<file path="config.mk">
export PLATFORM = sky130hd
export DESIGN_NAME = qlock_unit
export DESIGN_NICKNAME = d
export VERILOG_FILES = /design/src/rtl/qlock_pkg.sv /design/src/rtl/qlock_ticketer.sv /design/src/rtl/qlock_flag_ring.sv /design/src/rtl/qlock_holder.sv /design/src/rtl/qlock_unit.sv
export SDC_FILE = /design/constraint.sdc
export NUM_CORES = 1
export LEC_CHECK = 0
export BUFFER_PORTS_ARGS = -buffer_cell sky130_fd_sc_hd__buf_4
export CAP_MARGIN = 40
export CORE_ASPECT_RATIO = 1.4
export CORE_MARGIN = 1.5
export CORE_UTILIZATION = 55
export DETAILED_ROUTE_END_ITERATION = 6
export GPL_TIMING_DRIVEN = 0
export PLACE_DENSITY_LB_ADDON = 0.15
export SLEW_MARGIN = 20
export SYNTH_ARGS = -nofsm -noshare
export SYNTH_HDL_FRONTEND = slang
export SYNTH_SLANG_ARGS = --single-unit
export TNS_END_PERCENT = 5
</file>
<file path="constraint.sdc">
create_clock -name clk -period 11.85 [get_ports clk]
set_input_delay 2.37 -clock clk [delete_from_list [all_inputs] [get_ports clk]]
set_output_delay 2.37 -clock clk [all_outputs]
set_load 0.02 [all_outputs]
</file>
<file path="src/rtl/qlock_pkg.sv">
package qlock_pkg;

  // slot index selected by a ticket; slots is a power of two
  function automatic int slot_of(int ticket, int slots);
    return ticket & (slots - 1);
  endfunction

  // slot that follows a given slot around the ring
  function automatic int next_slot(int slot, int slots);
    return (slot + 1) & (slots - 1);
  endfunction

endpackage

</file>
<file path="src/rtl/qlock_ticketer.sv">
module qlock_ticketer #(
  parameter int NREQ     = 6,
  parameter int SLOTS    = 4,
  parameter int TICKET_W = 4,
  localparam int CNT_W   = $clog2(SLOTS + 1)
) (
  input  logic                     clk,
  input  logic                     rst_n,
  input  logic [NREQ-1:0]          acq_req,
  input  logic [NREQ-1:0]          holding,
  input  logic                     rel_ok,
  output logic [NREQ-1:0]          accept,
  output logic [NREQ*TICKET_W-1:0] tickets,
  output logic [CNT_W-1:0]         outstanding
);

  logic [TICKET_W-1:0] tail_q;
  logic [CNT_W-1:0]    out_q;
  logic [CNT_W-1:0]    n_acc;
  int                  rank;

  // fixed-priority serialization: lowest index ranks first
  always_comb begin
    rank    = 0;
    accept  = '0;
    tickets = '0;
    for (int i = 0; i < NREQ; i++) begin
      if (acq_req[i] && !holding[i] && ((int'(out_q) + rank) < SLOTS)) begin
        accept[i] = 1'b1;
        tickets[i*TICKET_W +: TICKET_W] = tail_q + TICKET_W'(rank);
        rank = rank + 1;
      end
    end
    n_acc = CNT_W'(rank);
  end

  always_ff @(posedge clk) begin
    if (!rst_n) begin
      tail_q <= '0;
      out_q  <= '0;
    end else begin
      tail_q <= tail_q + TICKET_W'(n_acc);
      out_q  <= out_q + n_acc - CNT_W'(rel_ok);
    end
  end

  assign outstanding = out_q;

endmodule

</file>
<file path="src/rtl/qlock_flag_ring.sv">
module qlock_flag_ring #(
  parameter int SLOTS   = 4,
  localparam int SLOT_W = $clog2(SLOTS)
) (
  input  logic              clk,
  input  logic              rst_n,
  input  logic              rel_ok,
  input  logic [SLOT_W-1:0] rel_slot,
  output logic [SLOTS-1:0]  flags
);

  logic [SLOTS-1:0]  flags_q;
  logic [SLOTS-1:0]  clr_m;
  logic [SLOTS-1:0]  set_m;
  logic [SLOT_W-1:0] nxt_slot;

  always_comb begin
    nxt_slot = SLOT_W'(qlock_pkg::next_slot(int'(rel_slot), SLOTS));
    clr_m = '0;
    set_m = '0;
    clr_m[rel_slot] = 1'b1;
    set_m[nxt_slot] = 1'b1;
  end

  always_ff @(posedge clk) begin
    if (!rst_n) begin
      flags_q <= SLOTS'(1);
    end else if (rel_ok) begin
      flags_q <= (flags_q & ~clr_m) | set_m;
    end
  end

  assign flags = flags_q;

endmodule

</file>
<file path="src/rtl/qlock_holder.sv">
module qlock_holder #(
  parameter int TICKET_W = 4
) (
  input  logic                clk,
  input  logic                rst_n,
  input  logic                take,
  input  logic [TICKET_W-1:0] ticket_in,
  input  logic                drop,
  output logic                holding,
  output logic [TICKET_W-1:0] ticket_q
);

  always_ff @(posedge clk) begin
    if (!rst_n) begin
      holding  <= 1'b0;
      ticket_q <= '0;
    end else if (take) begin
      holding  <= 1'b1;
      ticket_q <= ticket_in;
    end else if (drop) begin
      holding  <= 1'b0;
    end
  end

endmodule

</file>
<file path="src/rtl/qlock_unit.sv">
module qlock_unit #(
  parameter int NREQ     = 6,
  parameter int SLOTS    = 4,
  parameter int TICKET_W = 4,
  localparam int SLOT_W  = $clog2(SLOTS),
  localparam int CNT_W   = $clog2(SLOTS + 1)
) (
  input  logic                     clk,
  input  logic                     rst_n,
  input  logic [NREQ-1:0]          acq_req,
  output logic [NREQ-1:0]          acq_ack,
  output logic [NREQ*TICKET_W-1:0] ticket_o,
  output logic [NREQ-1:0]          grant,
  input  logic [NREQ-1:0]          rel,
  output logic                     rel_err
);

  logic [NREQ-1:0]     holding;
  logic [NREQ-1:0]     rel_valid;
  logic                rel_ok;
  logic [SLOT_W-1:0]   rel_slot;
  logic [SLOTS-1:0]    flags;
  logic [CNT_W-1:0]    outstanding;
  logic [TICKET_W-1:0] held_tk [NREQ];
  logic [SLOT_W-1:0]   slot_w  [NREQ];

  qlock_ticketer #(.NREQ(NREQ), .SLOTS(SLOTS), .TICKET_W(TICKET_W)) u_tick (
    .clk(clk), .rst_n(rst_n), .acq_req(acq_req), .holding(holding),
    .rel_ok(rel_ok), .accept(acq_ack), .tickets(ticket_o),
    .outstanding(outstanding)
  );

  qlock_flag_ring #(.SLOTS(SLOTS)) u_ring (
    .clk(clk), .rst_n(rst_n), .rel_ok(rel_ok), .rel_slot(rel_slot),
    .flags(flags)
  );

  for (genvar g = 0; g < NREQ; g++) begin : g_req
    qlock_holder #(.TICKET_W(TICKET_W)) u_hold (
      .clk(clk), .rst_n(rst_n), .take(acq_ack[g]),
      .ticket_in(ticket_o[g*TICKET_W +: TICKET_W]), .drop(rel_valid[g]),
      .holding(holding[g]), .ticket_q(held_tk[g])
    );
    assign slot_w[g]    = SLOT_W'(qlock_pkg::slot_of(int'(held_tk[g]), SLOTS));
    assign grant[g]     = holding[g] & flags[slot_w[g]];
    assign rel_valid[g] = rel[g] & grant[g];
  end

  assign rel_ok  = |rel_valid;
  assign rel_err = |(rel & ~grant);

  always_comb begin
    rel_slot = '0;
    for (int i = 0; i < NREQ; i++) begin
      if (rel_valid[i]) rel_slot = rel_slot | slot_w[i];
    end
  end

endmodule

</file>
Word-level counts from Yosys, hierarchy flattened

Index checks and enable logic that the tools add are counted.
Widths: inputs -> output; s select.

$add $sub $neg: 19
Order comparisons: 16
Multiplexer cells: 52
Bitwise gates (word level): 22
Reductions and logical operators: 28

Operator list:

| operator              | number |
|---|---|
| $lt 32x4->1 const B   | 5 |
| $add 4x32->32         | 4 |
| $mux 32               | 4 |
| $add 32x2->32 const B | 3 |
| $mux 1                | 27 |
| $lt 2x3->1 const B    | 8 |
| $mux 4                | 6 |
| $add 4x4->4           | 4 |
| $logic_and 1x1->1     | 14 |
| $and 1x1->1           | 12 |
| $bmux 1 s2            | 6 |
| $mux 2                | 6 |
| $reduce_bool 2->1     | 6 |
| $reduce_or 6->1       | 2 |
| $or 2x2->2            | 5 |
| $and 6x6->6           | 1 |
| $logic_not 1->1       | 6 |
| $not 6->6             | 1 |
| $add 3x1->4           | 1 |
| $add 4x1->4           | 1 |
| $add 4x3->4           | 1 |
| $and 4x4->4           | 1 |
| $demux 1 s2           | 2 |
| $ge 2x1->1 const B    | 2 |
| 9 further kinds       | 9 |

Bits in registers: 29
Input port bits: 14
Output and inout bits: 37
Word-level logic and storage cells: 152

Longest topological paths before layout

Gate-level depths: netlist (run 1).

Depth in word-level cells: 26
Mapped depth: 38
Depth with buffers taken out: 35

Hierarchy

From an unflattened synthesis (run 1), not the netlist that was laid out.

Cell total of the unflattened synthesis: 382
Area, all modules: 3,454.6 µm²

Modules (own cells, without submodules):

| module          | instances | cells each | area each (µm²) | seq. area each (µm²) |
|---|---|---|---|---|
| qlock_ticketer  | 1         | 204        | 1,675.4         | 140.1 |
| qlock_holder    | 6         | 16         | 190.2           | 100.1 |
| qlock_unit      | 1         | 65         | 483.0           | 0.0 |
| qlock_flag_ring | 1         | 17         | 155.1           | 80.1 |

Worst setup path after synthesis (run 1)

OpenSTA, ideal clock, no wires.

Path kind: input to output
Start: in acq_req[0]
End: out ticket_o[22]
Arrival: 9.052 ns
Required time: 9.480 ns
Setup slack: 0.428 ns
Cell stages on the path: 29
Path buffers: 2
Cells stage by stage: nor3b_1 > nand3_1 > nand3_1 > inv_1 > ha_1 > buf_2 > nor3b_1 > o211ai_1 > nand2_2 > o21ai_0 > ha_1 > and2_1 > nand3_1 > o21ai_0 > nor3_2 > mux2_4 > ha_1 > nand2b_1 > nor4_1 > o211a_1 > xor2_1 > ha_1 > nor2_1 > nand2_1 > nor3_1 > o31ai_1 > a31oi_1 > buf_2 > and2_1

Longest elaborated chain between the ends: 23
Elaborated cells on any way between the ends: 28
Classes of those cells: 10 x add/sub; 5 x order compare; 6 x mux; 7 x reduce/logical

Ends and longest elaborated chain:

| element                           | RTL line             | RTL |
|---|---|---|
| from (decl)                       | qlock_unit.sv:10     | `input logic [NREQ-1:0] acq_req,` |
| $logic_and 1x1->1 * (2 in series) | qlock_ticketer.sv:28 | `if (acq_req[i] && !holding[i] && ((int'(out_q) + rank) < SLOTS)) begin` |
| $mux 1 *                          | qlock_ticketer.sv:28 |  |
| $add 3x1->4                       | qlock_ticketer.sv:28 |  |
| $lt 32x4->1                       | qlock_ticketer.sv:28 |  |
| $logic_and 1x1->1                 | qlock_ticketer.sv:28 |  |
| $mux 32 *                         | qlock_ticketer.sv:28 |  |
| $add 4x32->32                     | qlock_ticketer.sv:28 |  |
| $lt 32x4->1                       | qlock_ticketer.sv:28 |  |
| (+6 left out)                     | -                    |  |
| $add 4x32->32                     | qlock_ticketer.sv:28 |  |
| $lt 32x4->1                       | qlock_ticketer.sv:28 |  |
| $logic_and 1x1->1                 | qlock_ticketer.sv:28 |  |
| $mux 32 *                         | qlock_ticketer.sv:28 |  |
| $add 4x32->32                     | qlock_ticketer.sv:28 |  |
| $lt 32x4->1                       | qlock_ticketer.sv:28 |  |
| $logic_and 1x1->1                 | qlock_ticketer.sv:28 |  |
| $mux 4 *                          | qlock_ticketer.sv:28 |  |
| to (decl)                         | qlock_unit.sv:12     | `output logic [NREQ*TICKET_W-1:0] ticket_o,` |

Mark *: on every way between the ends. The rest lies on a longest branch, timed or not.

Final worst setup path (run 1)

Start: in acq_req[0]
End: out ticket_o[21]

Same word-level chain as after synthesis.

==> impl_metrics.env, run 1 <==
export IMPL_outcome="finished, final reports clean"
export IMPL_die_height_um=85.67
export IMPL_die_w_um=62.05
export IMPL_hold_viol=0
export IMPL_fin_crit_sh_pct=95.13
export IMPL_grt_pass1_wl_um=10650
export IMPL_p_seq_share_pct=18.0
export IMPL_seq_area_um2=580.6
export IMPL_yosys_cell_types_count=57
export IMPL_rsz0062_at_grt="false"
export IMPL_final_area_um2=3328
export IMPL_avgSynthCellArea_um2=8.551
export IMPL_slew_viol_final=0
export IMPL_ys_async_sr_fraction_pct=0
export IMPL_portBuffers=50
export IMPL_setup_viol=0
export IMPL_cp_end_kind="output port"
export IMPL_dpl_instance_area_um2=3143
export IMPL_fill_cells=397
export IMPL_cts_root_buf="clkbuf_8"
export IMPL_vias=2495
export IMPL_multi_input_area_um2=1978
export IMPL_first_global_vias=2331
export IMPL_grt_busiest_layer="met2"
export IMPL_clk_latency_ps=270
export IMPL_antenna_found_initial=0
export IMPL_max_stage_delay_ps=550
export IMPL_internal_power_w=0.0005328
export IMPL_netlist_area_leader_share_pct=21.62
export IMPL_use_met1_pct=32.19
export IMPL_routed_via_density=5.696
export IMPL_drtIter0Drc=134
export IMPL_vdd_drop_max_mv=0.2334
export IMPL_dp_cells=427
export IMPL_synth_ff_type="dfxtp_1"
export IMPL_max_cap_viol_count=0
export IMPL_core_rowCount=29
export IMPL_p_comb_share_pct=74.3
export IMPL_cp_start_kind="primary input"
export IMPL_synth_area_um2=2685
export IMPL_power_share_clock_pct=7.7
export IMPL_tightest_slew_ps=855.3
export IMPL_path_class="primary input to output port"
export IMPL_ys_ff_latch=29
export IMPL_syn_to_final_growth_pct=23.95
export IMPL_floorplan_initialDensity_pct=58.27
export IMPL_worstPathArrival_ps=8900
export IMPL_diodes=0
export IMPL_min_period_ps=11270
export IMPL_wire_per_inst_um=15.65
export IMPL_grt_ovfl_total=0
export IMPL_routabilityCongestion=0.9354
export IMPL_synthCells=314
export IMPL_cts_sinks=29
export IMPL_dieArea_um2=5316
export IMPL_synthesis_nets=362
export IMPL_yosys_top_cells_area="dfxtp_1 (22%), ha_1 (14%), mux4_2 (5.0%), and2_1 (4.9%), a21oi_1 (4.1%)"
export IMPL_synth_compound_area_share_pct=14.45
export IMPL_dp_hpwl_um=5292
export IMPL_timing_setup_tns_ps=0
export IMPL_htree_levels=2
export IMPL_io_pin_count=51
export IMPL_synth_fa_ha_area_share_pct=17.61
export IMPL_ant_nets=0
export IMPL_ys_top_cells_by_count="dfxtp_1 (29), ha_1 (29), nand2_1 (28)"
export IMPL_power_density_nw_per_um2=307.9
export IMPL_synth_top_family_by_area="simple AND/OR/NAND/NOR gates"
export IMPL_leakage_nw=1.626
export IMPL_slew_headroom_pct=42.98
export IMPL_synthMuxAreaShare_pct=9.413
export IMPL_synth_xor_area_share_pct=6.710
export IMPL_p_sw_share_pct=48.01
export IMPL_worstPathRequired_ps=9480
export IMPL_cts_tree="done"
export IMPL_ctsLongestPathBuffers=2
export IMPL_drive_gt1_share_pct=26.60
export IMPL_ys_seq_area_share_pct=21.62
export IMPL_finalNonFillerCells=438
export IMPL_synth_edf_count=0
export IMPL_yosysTopAreaCell="dfxtp_1"
export IMPL_yosys_warnings=0
export IMPL_drt_total_wl_um=6854
export IMPL_p_switching_w=0.0004920
export IMPL_drc=0
export IMPL_core_area_um2=4608
export IMPL_holdCritPathClass="flip-flop to flip-flop"
export IMPL_yosys_area_share_simple_pct=22.93
export IMPL_grt_use_met2_pct=47.25
export IMPL_cts_hold_buf=0
export IMPL_nets=424
export IMPL_cp_max_fo=10
export IMPL_cp_common_cell="ha_1"
export IMPL_met3_usage_pct=4.525
export IMPL_grtUsageTotal_pct=26.50
export IMPL_crit_slowest_cell="or4b_4"
export IMPL_numCtsBuffers=5
export IMPL_fin_skew_ps=4.176
export IMPL_fmax_ghz=0.08871
export IMPL_drt_pass1_iter_count=4
export IMPL_grt_max_degree=13
export IMPL_path_clk_slew_ps=60
## power groups by stage
| stage | logic (W) | registers (W) | clock network, W |
|---|---|---|---|
| floorplan | 0.000554 | 0.000165 | 0 |
| global placement | 0.000718 | 0.000183 | 0 |
| detailed placement | 0.000740 | 0.000184 | 0 |
| CTS | 0.000750 | 0.000182 | 0.0000804 |
| global route | 0.000844 | 0.000189 | 0.0000858 |
| finish | 0.000761 | 0.000184 | 0.0000794 |
## worst max-delay path, delay by kind of cell
family | cells | cell delay [ps]
muxes | 1 | 360
adders and majority gates | 4 | 990
AOI/OAI and AO/OA | 6 | 1320
xor gates and xnor gates | 1 | 310
buffers and inverters | 5 | 860
and+or+nand+nor | 13 | 2670
## layout make-up
type	instances	area share [%]
Multi-Input combinational cell	244	59.44
Sequential cell	29	17.44
Timing Repair Buffer	55	12.33
Inverter	26	3.120
Buffer	15	2.744
Clock buffer	7	2.594
Tap cell	62	2.331
## state kept, by name (all words and copies together), names as in the netlist, named ones only
signal / flops
u_ring.flags: 2
g_req.u_hold.holding: 6
u_tick.tail_q: 4
g_req.u_hold.ticket_q: 12
u_tick.outstanding: 3
## cells in the final DEF (no fill, tap or decap), types with 3 or more instances in the layout
cell | synthesis | final
a211oi_1 | 3 | 3
fa_1 | 5 | 5
nand2b_1 | 7 | 7
and3_1 | 6 | 6
a21oi_1 | 22 | 22
buf_2 | 3 | 4
xor2_1 | 11 | 10
mux2i_1 | 8 | 8
nand2_1 | 28 | 27
clkbuf_8 | 0 | 6
buf_4 | 6 | 60
mux4_2 | 6 | 6
dfxtp_1 | 29 | 29
nand3_1 | 10 | 9
a22oi_1 | 4 | 4
xnor2_1 | 7 | 7
ha_1 | 29 | 29
and2_1 | 21 | 21
a21o_1 | 4 | 4
nor2_1 | 27 | 27
o21ai_0 | 5 | 3
clkbuf_1 | 4 | 5
a221oi_1 | 3 | 3
inv_1 | 23 | 23
## repair_timing
item,4_1_cts,5_1_grt
endpoints found under the setup margin,5,5
hold endpoints to repair,0,0
resized for setup,6,7
pin swaps,0,2
setup buffers,0,4
## worst paths after layout
path                                from                           to  slack [ps]  depth (start not counted)
max                           acq_req[0]                 ticket_o[21]         580                         30
min          g_req[2].u_hold.ticket_q[0]  g_req[2].u_hold.ticket_q[0]         500                          2
max reg2reg        u_tick.outstanding[2]        u_tick.outstanding[2]        3220                         35
min reg2reg  g_req[2].u_hold.ticket_q[0]  g_req[2].u_hold.ticket_q[0]         500                          2
## stage by stage
step / setup slack (ps) / util [%] / total power (W) / hold WS (ps)
2_1_floorplan: 428.4 / - / 0.0007189 / 453.5
3_3_place_gp: -955.5 / 68.10 / 0.0009008 / 478.7
3_5_place_dp: -832.9 / 68.21 / 0.0009239 / 483.7
4_1_cts: 75.74 / 70.70 / 0.001012 / 494.5
5_1_grt: 109.0 / 72.22 / 0.001118 / 513.6
6_report: 576.7 / 72.22 / 0.001025 / 497.8
## kinds of logic after synthesis
family | count (synthesis)
AOI/OAI and AO/OA | 56
DFF | 29
adders and majority gates | 35
buffers and inverters | 41
xor gates and xnor gates | 19
muxes | 17
and+or+nand+nor | 117
## per-layer routing
layer,routed length (µm),vias up
met4,36,0
met1,2790,1176
li1,-,1216
met5,0,-
met2,3663,96
met3,364,7
No activity file was read; power rests on OpenSTA's default activity.
==> run 2: changes to the inputs <==
==> constraint.sdc (replaced) <==
create_clock -name clk -period 10.9 [get_ports clk]
set_input_delay 2.18 -clock clk [delete_from_list [all_inputs] [get_ports clk]]
set_output_delay 2.18 -clock clk [all_outputs]
set_load 0.02 [all_outputs]
==> run 2 against run 1 <==
  * Flip-flop and latch count did not move
  * Cell count is 0.23% lower
  * Utilization is 0.38 points higher
  * Routed wire length rose by 6.4%
  * Final area rose by 0.53%
  * Via count increased by 0.72%
  * Critical path depth shrank 2
  * Largest cell class unchanged
==> impl_metrics.env, run 2 (synthesized netlist as in run 1, its figures left out) <==
export IMPL_outcome="finished, final reports clean"
export IMPL_cts_tree="done"
export IMPL_largest_reg_flops=12
export IMPL_drt_pass1_iter_count=4
export IMPL_routabilityCongestion=0.9029
export IMPL_grt_ovfl_total=0
export IMPL_hold_path_startpoint="g_req[4].u_hold.ticket_q[1]"
export IMPL_p_sw_share_pct=47.84
export IMPL_setup_viol=0
export IMPL_drt_total_wl_um=7290
export IMPL_first_global_vias=2493
export IMPL_slew_headroom_pct=37.69
export IMPL_fin_crit_sh_pct=95.92
export IMPL_portBuffers=50
export IMPL_reg_top3="g_req.u_hold.ticket_q (12), g_req.u_hold.holding (6), u_tick.tail_q (4)"
export IMPL_core_area_um2=4608
export IMPL_grtUsageTotal_pct=28.78
export IMPL_drtIter0Drc=195
export IMPL_slew_viol_final=0
export IMPL_p_switching_w=0.0005527
export IMPL_drive_gt1_share_pct=26.67
export IMPL_min_to="g_req[4].u_hold.ticket_q[1]"
export IMPL_power_share_clock_pct=9.1
export IMPL_worstPathArrival_ps=8280
export IMPL_die_height_um=85.67
export IMPL_ctsLongestPathBuffers=2
export IMPL_cp_end_kind="output port"
export IMPL_wire_per_inst_um=16.68
export IMPL_path_class="primary input to output port"
export IMPL_grt_pass1_wl_um=11460
export IMPL_rsz0062_at_grt="false"
export IMPL_fmax_ghz=0.09564
export IMPL_diodes=0
export IMPL_internal_power_w=0.0006026
export IMPL_max_cap_viol_count=0
export IMPL_leakage_nw=1.629
export IMPL_grt_max_degree=13
export IMPL_p_comb_share_pct=73.4
export IMPL_timing_setup_tns_ps=0
export IMPL_ant_nets=0
export IMPL_dieArea_um2=5316
export IMPL_routed_via_density=5.751
export IMPL_nets=423
export IMPL_cts_sinks=29
export IMPL_core_rowCount=29
export IMPL_layout_commonest_cell="buf_4"
export IMPL_path_clk_slew_ps=60
export IMPL_io_pin_count=51
export IMPL_floorplan_initialDensity_pct=58.27
export IMPL_holdCritPathClass="flip-flop to flip-flop"
export IMPL_antenna_found_initial=0
export IMPL_die_w_um=62.05
export IMPL_timing_rr_start="u_tick.outstanding[2]"
export IMPL_tightest_slew_ps=934.6
export IMPL_min_period_ps=10460
export IMPL_p_seq_share_pct=17.5
export IMPL_cp_max_fo=10
export IMPL_r2r_end="u_tick.outstanding[2]"
export IMPL_cts_root_buf="clkbuf_8"
export IMPL_vdd_drop_max_mv=0.2012
export IMPL_fin_skew_ps=5.827
export IMPL_fin_util_pct=72.60
export IMPL_holdPathStages=2
export IMPL_clk_latency_ps=280
export IMPL_reg2reg_slack_ps=2750
export IMPL_vias=2513
export IMPL_reg2regPathDepth=33
export IMPL_cp_start_kind="primary input"
export IMPL_mostFrequentLayoutCells="buf_4 (60), ha_1 (29), dfxtp_1 (29)"
export IMPL_drc=0
export IMPL_cts_hold_buf=0
export IMPL_dp_hpwl_um=5715
export IMPL_hold_viol=0
export IMPL_htree_levels=2
export IMPL_largest_register="g_req.u_hold.ticket_q"
export IMPL_numCtsBuffers=5
export IMPL_worstPathRequired_ps=8720
export IMPL_power_density_nw_per_um2=345.3
export IMPL_syn_to_final_growth_pct=24.60
## run 2: cell types whose count changed in the layout (fill, tap and decap cells not counted), sizes merged
cell / delta
buf: -2
bufinv: +1
clkbuf: -1
clkinv: +1
## run 2: worst max path at each step
stage / from / end / slack [ps] / depth (start not counted)
3_3_place_gp: acq_req[0] / ticket_o[23] / -1100 / 31
6_report: acq_req[0] / ticket_o[23] / 440 / 28
4_1_cts: acq_req[0] / ticket_o[23] / 160 / 30
2_1_floorplan: acq_req[0] / ticket_o[22] / 160 / 29
3_5_place_dp: acq_req[0] / ticket_o[23] / -1180 / 31
5_1_grt: acq_req[0] / ticket_o[23] / 30 / 29
## run 2: area by class of cell
| cell class | instances | area (µm²) |
|---|---|---|
| multi-input cells | 244 | 1981 |
| fillers | 386 | 1262 |
| flip-flops and latches | 29 | 580.6 |
| repair buffers | 54 | 405.4 |
| inverters | 26 | 103.9 |
| plain buffers | 15 | 93.84 |
| well taps | 62 | 77.57 |
| clock buffers | 5 | 68.82 |
| clock inverters | 2 | 35.03 |
## run 2: stage by stage
step | area [µm²] | instances | hold WS (ps) | total power (W) | setup WS, ps
floorplan | 2690 | 314 | 453.5 | 0.0007822 | 156.0
global placement | 3143 | 426 | 485.0 | 0.0009831 | -1104
detailed placement | 3143 | 426 | 489.2 | 0.001021 | -1181
CTS | 3303 | 435 | 498.0 | 0.001145 | 161.0
global route | 3346 | 437 | 518.5 | 0.001252 | 33.89
finish | 3346 | 437 | 497.2 | 0.001155 | 444.7
## run 2: per-layer routing
metal | vias to the layer above | global-route usage (%) | wire (µm)
met5 | - | 0 | 0
met4 | 0 | 11.61 | 116
met3 | 11 | 4.223 | 302
met2 | 72 | 49.53 | 3906
met1 | 1218 | 34.35 | 2964
li1 | 1212 | - | -
## run 2: worst max-delay path: stages
cell and delay [ps]:
buf_4 110, nor3b_4 140, nand3_1 100, nand3_2 180, ha_1 360, clkbuf_2 200
nand3_1 140, a211oi_4 370, nand2_4 170, nand2_1 150, o21ai_4 100, ha_1 220
nor4b_2 480, a21oi_1 170, o32ai_2 420, ha_1 350, nor4_4 360, o211a_1 250
xor2_2 290, ha_1 300, nor2_1 100, nand2_1 60, nor3_1 120, o31ai_1 150
a31oi_1 250, clkbuf_4 260, and2_1 150, buf_4 140
## run 2: what timing repair did
action / 4_1_cts / 5_1_grt
pin swaps: 1 / 2
buffers inserted: 2 / 2
resized for setup: 8 / 6
endpoints found under the setup margin: 6 / 5
cloned: 0 / 0
## run 2: power by group through the flow
| stage | Combinational (W) | Sequential (W) | Clock, W |
|---|---|---|---|
| final | 0.000848 | 0.000202 | 0.000105 |
| after global routing | 0.000935 | 0.000205 | 0.000112 |
| after CTS | 0.000839 | 0.000200 | 0.000106 |
| after detailed placement | 0.000819 | 0.000201 | 0 |
| after global placement | 0.000783 | 0.000200 | 0 |
| after floorplan | 0.000603 | 0.000179 | 0 |
==> run 3: changes to the inputs <==
--- a/config.mk
+++ b/config.mk
@@ -12,7 +12,9 @@
 export CORE_UTILIZATION = 55
 export DETAILED_ROUTE_END_ITERATION = 6
 export GPL_TIMING_DRIVEN = 0
-export PLACE_DENSITY_LB_ADDON = 0.15
+export PLACE_DENSITY = 0.83
+export SETUP_SLACK_MARGIN = 0.1
+export SKIP_LAST_GASP = 1
 export SLEW_MARGIN = 20
 export SYNTH_ARGS = -nofsm -noshare
 export SYNTH_HDL_FRONTEND = slang
==> run 3 against run 2 <==
  * Total power up 0.74%
  * Hold slack worse by 12 ps
  * Sequential share of layout area down 0.20 points
  * Largest power group unchanged
==> impl_metrics.env, run 3 (synthesized netlist as in run 1, its figures left out) <==
export IMPL_power_density_nw_per_um2=343.9
export IMPL_numCtsBuffers=5
export IMPL_slew_headroom_pct=40.67
export IMPL_worstPathArrival_ps=8280
export IMPL_pre_cts_ws_ps=-1302
export IMPL_wire_per_inst_um=16.17
export IMPL_first_global_vias=2436
export IMPL_fmax_ghz=0.09564
export IMPL_portBuffers=50
export IMPL_clk_latency_ps=280
export IMPL_rsz0062_at_grt="false"
export IMPL_dieArea_um2=5316
export IMPL_grtUsageTotal_pct=27.73
export IMPL_die_height_um=85.67
export IMPL_p_total_w=0.001164
export IMPL_grt_ovfl_total=0
export IMPL_slew_viol_final=0
export IMPL_fin_ws_ps=443.6
export IMPL_path_class="primary input to output port"
export IMPL_fin_skew_ps=7.322
export IMPL_max_cap_viol_count=0
export IMPL_routed_via_density=5.820
export IMPL_drt_pass1_iter_count=4
export IMPL_mostFrequentLayoutCells="buf_4 (63), ha_1 (29), dfxtp_1 (29)"
export IMPL_cts_sinks=29
export IMPL_fin_crit_sh_pct=95.93
export IMPL_cp_end_kind="output port"
export IMPL_routabilityCongestion=0.9096
export IMPL_vias=2561
export IMPL_htree_levels=2
export IMPL_vdd_drop_max_mv=0.2714
export IMPL_syn_to_final_growth_pct=26.05
export IMPL_drc=0
export IMPL_cp_max_fo=10
export IMPL_cts_tree="done"
export IMPL_floorplan_initialDensity_pct=58.27
export IMPL_ctsLongestPathBuffers=2
export IMPL_grt_max_degree=13
export IMPL_reg_top3="g_req.u_hold.ticket_q (12), g_req.u_hold.holding (6), u_tick.tail_q (4)"
export IMPL_setup_viol=0
export IMPL_io_pin_count=51
export IMPL_crit_slowest_cell="or4b_4"
export IMPL_timing_setup_tns_ps=0
export IMPL_min_period_ps=10460
export IMPL_largest_register="g_req.u_hold.ticket_q"
export IMPL_fill_cells=364
export IMPL_ant_nets=0
export IMPL_grt_pass1_wl_um=10960
export IMPL_core_area_um2=4608
export IMPL_cts_root_buf="clkbuf_8"
export IMPL_outcome="finished, final reports clean"
export IMPL_largest_reg_flops=12
export IMPL_hold_viol=0
export IMPL_die_w_um=62.05
export IMPL_max_stage_delay_ps=550
export IMPL_leakage_nw=1.645
export IMPL_cp_common_cell="ha_1"
export IMPL_drtIter0Drc=128
export IMPL_dp_hpwl_um=5324
export IMPL_tightest_slew_ps=889.9
export IMPL_cp_start_kind="primary input"
export IMPL_core_rowCount=29
export IMPL_holdCritPathClass="flip-flop to flip-flop"
export IMPL_antenna_found_initial=0
export IMPL_path_clk_slew_ps=60
export IMPL_worstPathRequired_ps=8720
export IMPL_drive_gt1_share_pct=26.98
export IMPL_cts_hold_buf=0
export IMPL_drt_total_wl_um=7115
export IMPL_layout_commonest_cell="buf_4"
export IMPL_dpl_instance_area_um2=3143
export IMPL_final_area_um2=3385
export IMPL_nets=425
export IMPL_diodes=0
==> run 3: area by class of cell <==
cell class                 instances  area, µm²  area share, %
inverter                          26      103.9          3.068
sequential                        29      580.6          17.15
timing repair buffer              56      420.4          12.42
buffer                            15      93.84          2.773
clock inverter                     1      30.03         0.8872
multi-input combinational        244       1992          58.85
tap                               62      77.57          2.292
clock buffer                       7      86.33          2.551
==> run 3: worst max-delay path, delay by kind of cell <==
kind,cells,cell delay (ps)
muxes,1,370
AOI/OAI and AO/OA,5,1170
buffers and inverters,5,760
and+or+nand+nor,14,2690
xor gates and xnor gates,1,240
adders and majority gates,4,870
==> run 3: report_power, final <==
| group | internal, W | total, W | switching (W) |
|---|---|---|---|
| clock | 0.0000744 | 0.000114 | 0.0000396 |
| sequential | 0.000146 | 0.000200 | 0.0000542 |
| combinational | 0.000392 | 0.000850 | 0.000458 |
| total | 0.000612 | 0.00116 | 0.000552 |
==> run 3: worst paths after layout <==
check / start / end / slack (ps) / depth (start not counted)
setup / recovery: acq_req[0] / ticket_o[21] / 440 / 30
hold / removal: g_req[2].u_hold.ticket_q[1] / g_req[2].u_hold.ticket_q[1] / 490 / 2
setup reg to reg: u_tick.outstanding[2] / u_tick.outstanding[2] / 2700 / 35
hold reg to reg: g_req[2].u_hold.ticket_q[1] / g_req[2].u_hold.ticket_q[1] / 490 / 2
==> run 3: timing repair <==
action,CTS,global route
hold endpoints to repair,0,0
pin swaps,1,4
setup buffers,2,4
resized for setup,8,8
setup endpoints to repair,10,5
==> run 3: metrics by stage <==
step	hold WS (ps)	utilization [%]	cells
finish	485.0	73.45	440
global route	499.7	73.45	440
CTS	484.6	71.95	436
detailed placement	482.7	68.21	426
global placement	472.4	68.21	426
floorplan	453.5	-	314
==> run 3: per-layer routing <==
| metal | vias up | part of all wire, % | track usage, % | routed length (µm) |
|---|---|---|---|---|
| met2 | 107 | 50 | 46.97 | 3592 |
| met4 | 0 | 3.6 | 12.19 | 259 |
| met3 | 24 | 6.1 | 5.732 | 431 |
| met1 | 1204 | 40 | 32.35 | 2832 |
| li1 | 1226 | - | - | - |
| met5 | - | 0 | 0 | 0 |
